## src/rtl/pwm_pch_pkg.sv

```systemverilog
package pwm_pch_pkg;
   localparam int unsigned WORD_W   = 32;
   localparam int unsigned EN_BIT   = 31;
   localparam int unsigned UPD_BIT  = 30;
   localparam int unsigned STEP_LSB = 8;
   localparam int unsigned THR_W    = 8;

   typedef enum logic [1:0] {
      CMT_NONE  = 2'd0,
      CMT_WRAP  = 2'd1,
      CMT_IDLE  = 2'd2,
      CMT_STALL = 2'd3
   } commit_cause_e;
endpackage

```

## src/rtl/pwm_pch_ctrl.sv

```systemverilog
module pwm_pch_ctrl
   import pwm_pch_pkg::*;
#(
   parameter int unsigned STEP_W = 16
) (
   input  logic                clk,
   input  logic                rst_n,
   input  logic                wr_en,
   input  logic [WORD_W-1:0]   wr_data,
   input  logic                commit_i,
   output logic                en_o,
   output logic                pend_o,
   output logic [STEP_W-1:0]   act_step_o,
   output logic [THR_W-1:0]    act_thr_o,
   output logic [WORD_W-1:0]   rd_data_o
);
   logic [STEP_W-1:0] sh_step_q;
   logic [THR_W-1:0]  sh_thr_q;
   logic [STEP_W-1:0] act_step_q;
   logic [THR_W-1:0]  act_thr_q;
   logic              en_q;
   logic              pend_q;
   logic              fields_open;

   assign fields_open = wr_en && !pend_q;

   always_ff @(posedge clk or negedge rst_n) begin
      if (!rst_n) begin
         en_q      <= 1'b0;
         pend_q    <= 1'b0;
         sh_step_q <= '0;
         sh_thr_q  <= '0;
      end else begin
         if (wr_en) en_q <= wr_data[EN_BIT];
         if (fields_open) begin
            sh_step_q <= wr_data[STEP_LSB +: STEP_W];
            sh_thr_q  <= wr_data[THR_W-1:0];
            pend_q    <= wr_data[UPD_BIT];
         end else if (commit_i) begin
            pend_q <= 1'b0;
         end
      end
   end

   always_ff @(posedge clk or negedge rst_n) begin
      if (!rst_n) begin
         act_step_q <= '0;
         act_thr_q  <= '0;
      end else if (commit_i && pend_q) begin
         act_step_q <= sh_step_q;
         act_thr_q  <= sh_thr_q;
      end
   end

   always_comb begin
      rd_data_o                      = '0;
      rd_data_o[EN_BIT]              = en_q;
      rd_data_o[UPD_BIT]             = pend_q;
      rd_data_o[STEP_LSB +: STEP_W]  = sh_step_q;
      rd_data_o[THR_W-1:0]           = sh_thr_q;
   end

   assign en_o       = en_q;
   assign pend_o     = pend_q;
   assign act_step_o = act_step_q;
   assign act_thr_o  = act_thr_q;

   // a write during pending leaves the shadow and pending untouched
   a_r7_pending_write_dropped: assert property (@(posedge clk) disable iff (!rst_n)
      (wr_en && pend_q && !commit_i) |=> ($stable(sh_step_q) && $stable(sh_thr_q) && pend_q));

   // the active copy only moves on a commit of a pending update
   a_r6_active_moves_on_commit: assert property (@(posedge clk) disable iff (!rst_n)
      !(commit_i && pend_q) |=> ($stable(act_step_q) && $stable(act_thr_q)));
endmodule

```

## src/rtl/pwm_pch_accum.sv

```systemverilog
module pwm_pch_accum #(
   parameter int unsigned STEP_W = 16
) (
   input  logic              clk,
   input  logic              rst_n,
   input  logic              en_i,
   input  logic [STEP_W-1:0] step_i,
   output logic [STEP_W-1:0] phase_o,
   output logic              wrap_o
);
   logic [STEP_W-1:0] phase_q;
   logic [STEP_W:0]   sum;

   assign sum    = {1'b0, phase_q} + {1'b0, step_i};
   assign wrap_o = en_i && sum[STEP_W];

   always_ff @(posedge clk or negedge rst_n) begin
      if (!rst_n)     phase_q <= '0;
      else if (!en_i) phase_q <= '0;
      else            phase_q <= sum[STEP_W-1:0];
   end

   assign phase_o = phase_q;

   // accumulator held at zero while disabled
   a_r8_phase_zero_disabled: assert property (@(posedge clk) disable iff (!rst_n)
      !en_i |=> (phase_q == '0));

   // a zero step never advances the accumulator
   a_r3_zero_step_holds: assert property (@(posedge clk) disable iff (!rst_n)
      (en_i && step_i == '0) |=> $stable(phase_q));
endmodule

```

## src/rtl/pwm_pch_duty.sv

```systemverilog
module pwm_pch_duty #(
   parameter int unsigned STEP_W  = 16,
   parameter int unsigned THR_W   = 8,
   parameter bit          OUT_REG = 1'b0
) (
   input  logic              clk,
   input  logic              rst_n,
   input  logic              en_i,
   input  logic              step_zero_i,
   input  logic [STEP_W-1:0] phase_i,
   input  logic [THR_W-1:0]  thr_i,
   output logic              out_o
);
   logic [THR_W-1:0] top_bits;
   logic             high_raw;

   assign top_bits = phase_i[STEP_W-1 -: THR_W];
   assign high_raw = en_i && !step_zero_i && (top_bits >= thr_i);

   generate
      if (OUT_REG) begin : g_reg
         logic out_q;
         always_ff @(posedge clk or negedge rst_n) begin
            if (!rst_n) out_q <= 1'b0;
            else        out_q <= high_raw;
         end
         assign out_o = out_q;
      end else begin : g_comb
         assign out_o = high_raw;
      end
   endgenerate

   // output low while disabled
   a_r8_out_low_disabled: assert property (@(posedge clk) disable iff (!rst_n)
      ($past(!en_i) && !en_i) |-> !out_o);
endmodule

```

## src/rtl/pwm_phase_ch.sv

```systemverilog
module pwm_phase_ch
   import pwm_pch_pkg::*;
#(
   parameter int unsigned STEP_W  = 16,
   parameter bit          OUT_REG = 1'b0
) (
   input  logic        clk,
   input  logic        rst_n,
   input  logic        wr_en,
   input  logic [31:0] wr_data,
   output logic [31:0] rd_data,
   output logic        pwm_out
);
   localparam int unsigned FIELD_TOP = STEP_LSB + STEP_W;

   generate
      if (STEP_W != 16 && STEP_W != 22) begin : g_bad_width
         $error("pwm_phase_ch: STEP_W must be 16 or 22");
      end
      if (FIELD_TOP > UPD_BIT) begin : g_bad_layout
         $error("pwm_phase_ch: step field overlaps the flag bits");
      end
   endgenerate

   logic              en;
   logic              pend;
   logic [STEP_W-1:0] act_step;
   logic [THR_W-1:0]  act_thr;
   logic [STEP_W-1:0] phase;
   logic              wrap;
   logic              step_zero;
   logic              commit;
   commit_cause_e     cause;

   assign step_zero = (act_step == '0);

   always_comb begin
      if (!pend)          cause = CMT_NONE;
      else if (!en)       cause = CMT_IDLE;
      else if (step_zero) cause = CMT_STALL;
      else if (wrap)      cause = CMT_WRAP;
      else                cause = CMT_NONE;
   end
   assign commit = (cause != CMT_NONE);

   pwm_pch_ctrl #(.STEP_W(STEP_W)) u_ctrl (
      .clk        (clk),
      .rst_n      (rst_n),
      .wr_en      (wr_en),
      .wr_data    (wr_data),
      .commit_i   (commit),
      .en_o       (en),
      .pend_o     (pend),
      .act_step_o (act_step),
      .act_thr_o  (act_thr),
      .rd_data_o  (rd_data)
   );

   pwm_pch_accum #(.STEP_W(STEP_W)) u_accum (
      .clk     (clk),
      .rst_n   (rst_n),
      .en_i    (en),
      .step_i  (act_step),
      .phase_o (phase),
      .wrap_o  (wrap)
   );

   pwm_pch_duty #(.STEP_W(STEP_W), .THR_W(THR_W), .OUT_REG(OUT_REG)) u_duty (
      .clk         (clk),
      .rst_n       (rst_n),
      .en_i        (en),
      .step_zero_i (step_zero),
      .phase_i     (phase),
      .thr_i       (act_thr),
      .out_o       (pwm_out)
   );

   // pending clears in the clock after a wrap that finds it set
   a_r6_wrap_clears_pending: assert property (@(posedge clk) disable iff (!rst_n)
      (pend && wrap && !wr_en) |=> !pend);

   // a pending update never survives a disabled clock
   a_r8_idle_commit: assert property (@(posedge clk) disable iff (!rst_n)
      (pend && !en && !wr_en) |=> !pend);

   // a zero active step cannot hold an update pending
   a_r9_stall_commit: assert property (@(posedge clk) disable iff (!rst_n)
      (pend && en && step_zero && !wr_en) |=> !pend);
endmodule

```

## config.mk

```make
export PLATFORM = sky130hd
export DESIGN_NAME = pwm_phase_ch
export DESIGN_NICKNAME = d
export VERILOG_FILES = /design/src/rtl/pwm_pch_pkg.sv /design/src/rtl/pwm_pch_ctrl.sv /design/src/rtl/pwm_pch_accum.sv /design/src/rtl/pwm_pch_duty.sv /design/src/rtl/pwm_phase_ch.sv
export SDC_FILE = /design/constraint.sdc
export NUM_CORES = 1
export LEC_CHECK = 0
export ABC_AREA = 0
export BUFFER_PORTS_ARGS = -buffer_cell sky130_fd_sc_hd__buf_4
export CAP_MARGIN = 20
export CELL_PAD_IN_SITES_DETAIL_PLACEMENT = 1
export CELL_PAD_IN_SITES_GLOBAL_PLACEMENT = 2
export CORE_UTILIZATION = 37
export DETAILED_ROUTE_END_ITERATION = 8
export HOLD_SLACK_MARGIN = 0.03
export PLACE_DENSITY_LB_ADDON = 0.3
export SLEW_MARGIN = 10
export SYNTH_ARGS = -nofsm -noshare
export SYNTH_HDL_FRONTEND = slang
export SYNTH_HIERARCHICAL = 1
export SYNTH_SLANG_ARGS = --single-unit
export TNS_END_PERCENT = 10
```

## constraint.sdc

```tcl
create_clock -name clk -period 3.24 [get_ports clk]
set_input_delay 0.162 -clock clk [delete_from_list [all_inputs] [get_ports clk]]
set_output_delay 0.162 -clock clk [all_outputs]
set_load 0.03 [all_outputs]
```

==> impl_metrics.yaml <==
synthesis:
  synth-compound-area-share: 0.0943
  synth_xor_area_frac: 0.0200
  synth_mux_area_frac: 0.184
  synthAdderAreaFrac: 0.0915
  synthArstFlopShare: 1.00
  synth-seq-cells: 66
  synth-simple-area-share: 0.0782
  ys.flop_type: "dfrtp_1"
  syn_avg_cell_area_sq_um: 12.4
  syn_area_sq_mm: 0.00350
  synth.distinct_cells: 49
  syn_inst: 283
  synth-edff-count: 0
  yosysSeqAreaShare: 0.472
  synth_top_family_by_area: "multiplexers"
  ys_warn_count: 6
critical_path:
  startpoint_type: "register"
  required_ns: 3.47
  reg2reg_from: "u_ctrl/act_step_o[8]"
  critPathMaxFanout: 9
  timing.critical_path.from: "u_ctrl/act_step_o[8]"
  crit_path_end_kind: "register"
  cp.arrival_ns: 3.31
  critical_path_class: "reg2reg"
die:
  die_y_microns: 99.3
  rows: 35
  ios: 68
  die_area_sq_mm: 0.00986
  core_area_sq_mm: 0.00920
  initial_utilization: 0.381
  die_w_microns: 99.3
sta:
  rsz0062_at_grt: "false"
  fin_ws_ns: 0.161
  slew_violations: 0
  hold_violations: 0
  period_needed_ns: 3.08
  fin_skew_ns: 0.0156
  timing.hold.ws_ns: 0.0457
  worst_pin_slew_ns: 0.944
  max_freq_ghz: 0.325
  finalCritPeriodShare: 0.950
  finalSetupTns_ns: 0
  setup_viol: 0
  maxSlewHeadroom: 0.369
clock_network:
  clk_pin_slew_worst_paths_ns: 0.08
  clk_latency_ns: 0.34
  clockRootBuffer: "clkbuf_8"
  cts_setup_buffers: 0
  cts_tree: "built"
  htree_levels: 3
  cts_buffers: 9
  clockBufferDepth: 2
  cts_sinks: 66
pwr:
  power_w: 0.00498
  power.density_mw_per_mm2: 1170
  ir_worst_vdd_mv: 0.422
  leakage_nw: 2.05
place:
  gp_congestion: 0.759
  hpwl_mm: 5.51
  portBuffers: 55
  pre_cts_slack_ns: 0.135
layout:
  antenna_cells: 0
  layout-drive-gt1-share: 0.385
  syn2layout_area_growth_pct: 21.9
  nFillCells: 1000
  nets: 406
  layout_common_cells: "dfrtp_1, buf_4, mux2_2"
  mostFrequentLayoutCell: "dfrtp_1"
  postLayoutCoreUtil: 0.464
global_routing:
  antenna_found_initial: 0
  grt_pass1_vias: 2438
  overflow: 0
  grt_pass1_wl_mm: 13.0
  grt.total_usage: 0.170
  grt_max_degree: 67
drt:
  dr.first_iter.drc_count: 57
  firstDrtPassIters: 9
  drc: 1
  ant_nets: 0
  vias: 2373
  wl_per_cell_microns: 16.8
  viasPerCell: 5.14
  wl_mm: 7.78
status:
  status: "complete, but fails checks"
  violations: "design-rule violations"
job:
  maxCapViolCount: 0
worst_hold_path:
  hold_path_class: "in2reg"
  min-delay-start: "wr_data[23]"
layout make-up:
type                            instances  area, sq um  area share
Clock inverter                          6          113      0.0264
Sequential cell                        66         1650       0.387
Tap cell                              111          139      0.0325
Clock buffer                           10          138      0.0322
Multi-Input combinational cell        189         1680       0.394
Inverter                               19         71.3      0.0167
Timing Repair Buffer                   61          475       0.111
synthesized netlist by cell type (3+ instances only):
master,instances,share of area
a21o_1,4,0.0086
a21oi_1,12,0.017
buf_4,8,0.017
buf_6,3,0.0096
dfrtp_1,66,0.47
ha_1,24,0.086
inv_1,19,0.020
mux2_2,30,0.096
mux2_4,19,0.081
nand2_1,11,0.012
nand3_1,3,0.0043
nor2_1,12,0.013
nor3_1,7,0.010
nor4_1,4,0.0071
o21a_1,4,0.0086
o21ai_0,7,0.010
o21bai_1,3,0.0064
xnor2_1,4,0.010
xor2_1,4,0.010
state kept, by name, indices dropped and copies added, names as in the netlist:
name               flops
u_ctrl/act_thr_o       8
u_ctrl/act_step_o     16
u_ctrl/en_o            1
u_accum/phase_o       16
u_ctrl/pend_o          1
u_ctrl/sh_step_q      16
u_ctrl/sh_thr_q        8
metal layers:
layer / vias to the layer above / part of all wire / global-route usage / wire length (microns)
met5: - / 0 / 0 / 0
met4: 0 / 0.014 / 0.0588 / 106
met3: 11 / 0.026 / 0.0344 / 203
met2: 40 / 0.47 / 0.263 / 3660
met1: 1197 / 0.49 / 0.238 / 3810
li1: 1125 / - / - / -
metrics by stage:
stage               area, sq um  cells
floorplan                  3520    288
global placement           3980    444
detailed placement         3980    444
CTS                        4250    462
global route               4270    462
finish                     4270    462
worst max-delay path, cell delays in order, from the launching register on:
cell and delay [ns]:
dfrtp_1 0.41, ha_1 0.42, a21oi_2 0.23, o21ai_1 0.12, a21o_1 0.22, a221oi_4 0.35, nand3b_1 0.15, a21oi_1 0.08
o31a_1 0.33, nand2_2 0.11, buf_4 0.19, mux2_2 0.35
worst paths after layout:
check | endpoint | slack (ns) | cells past startpoint
max in group asynchronous | u_ctrl/sh_step_q[5] | 2.19 | 2
worst min-delay path | u_ctrl/sh_step_q[15] | 0.05 | 2
worst min register to register | u_ctrl/act_thr_o[3] | 0.51 | 1
min in group asynchronous | u_ctrl/sh_thr_q[6] | 0.46 | 2
worst max-delay path | u_ctrl/act_thr_o[6] | 0.16 | 11
worst max register to register | u_ctrl/act_thr_o[6] | 0.16 | 11
report_power, final:
group | switching, W | total [W] | internal [W]
Sequential | 0.000339 | 0.00156 | 0.00122
Clock | 0.000345 | 0.000881 | 0.000535
Combinational | 0.00135 | 0.00254 | 0.00118
Total | 0.00204 | 0.00498 | 0.00294
cell families after synthesis:
family / count (synthesis)
and+or+nand+nor: 53
buffers and inverters: 33
adders and majority gates: 25
other: 1
muxes: 51
DFF: 66
xor gates and xnor gates: 8
AOI/OAI and AO/OA: 46
repair_timing:
| action | 4_1_cts | 5_1_grt |
|---|---|---|
| resized for setup | 0 | 3 |
| setup endpoints to repair | 0 | 24 |
| hold endpoints to repair | 67 | 0 |
| hold buffers | 2 | 0 |
No activity file was read; power rests on OpenSTA's default activity.
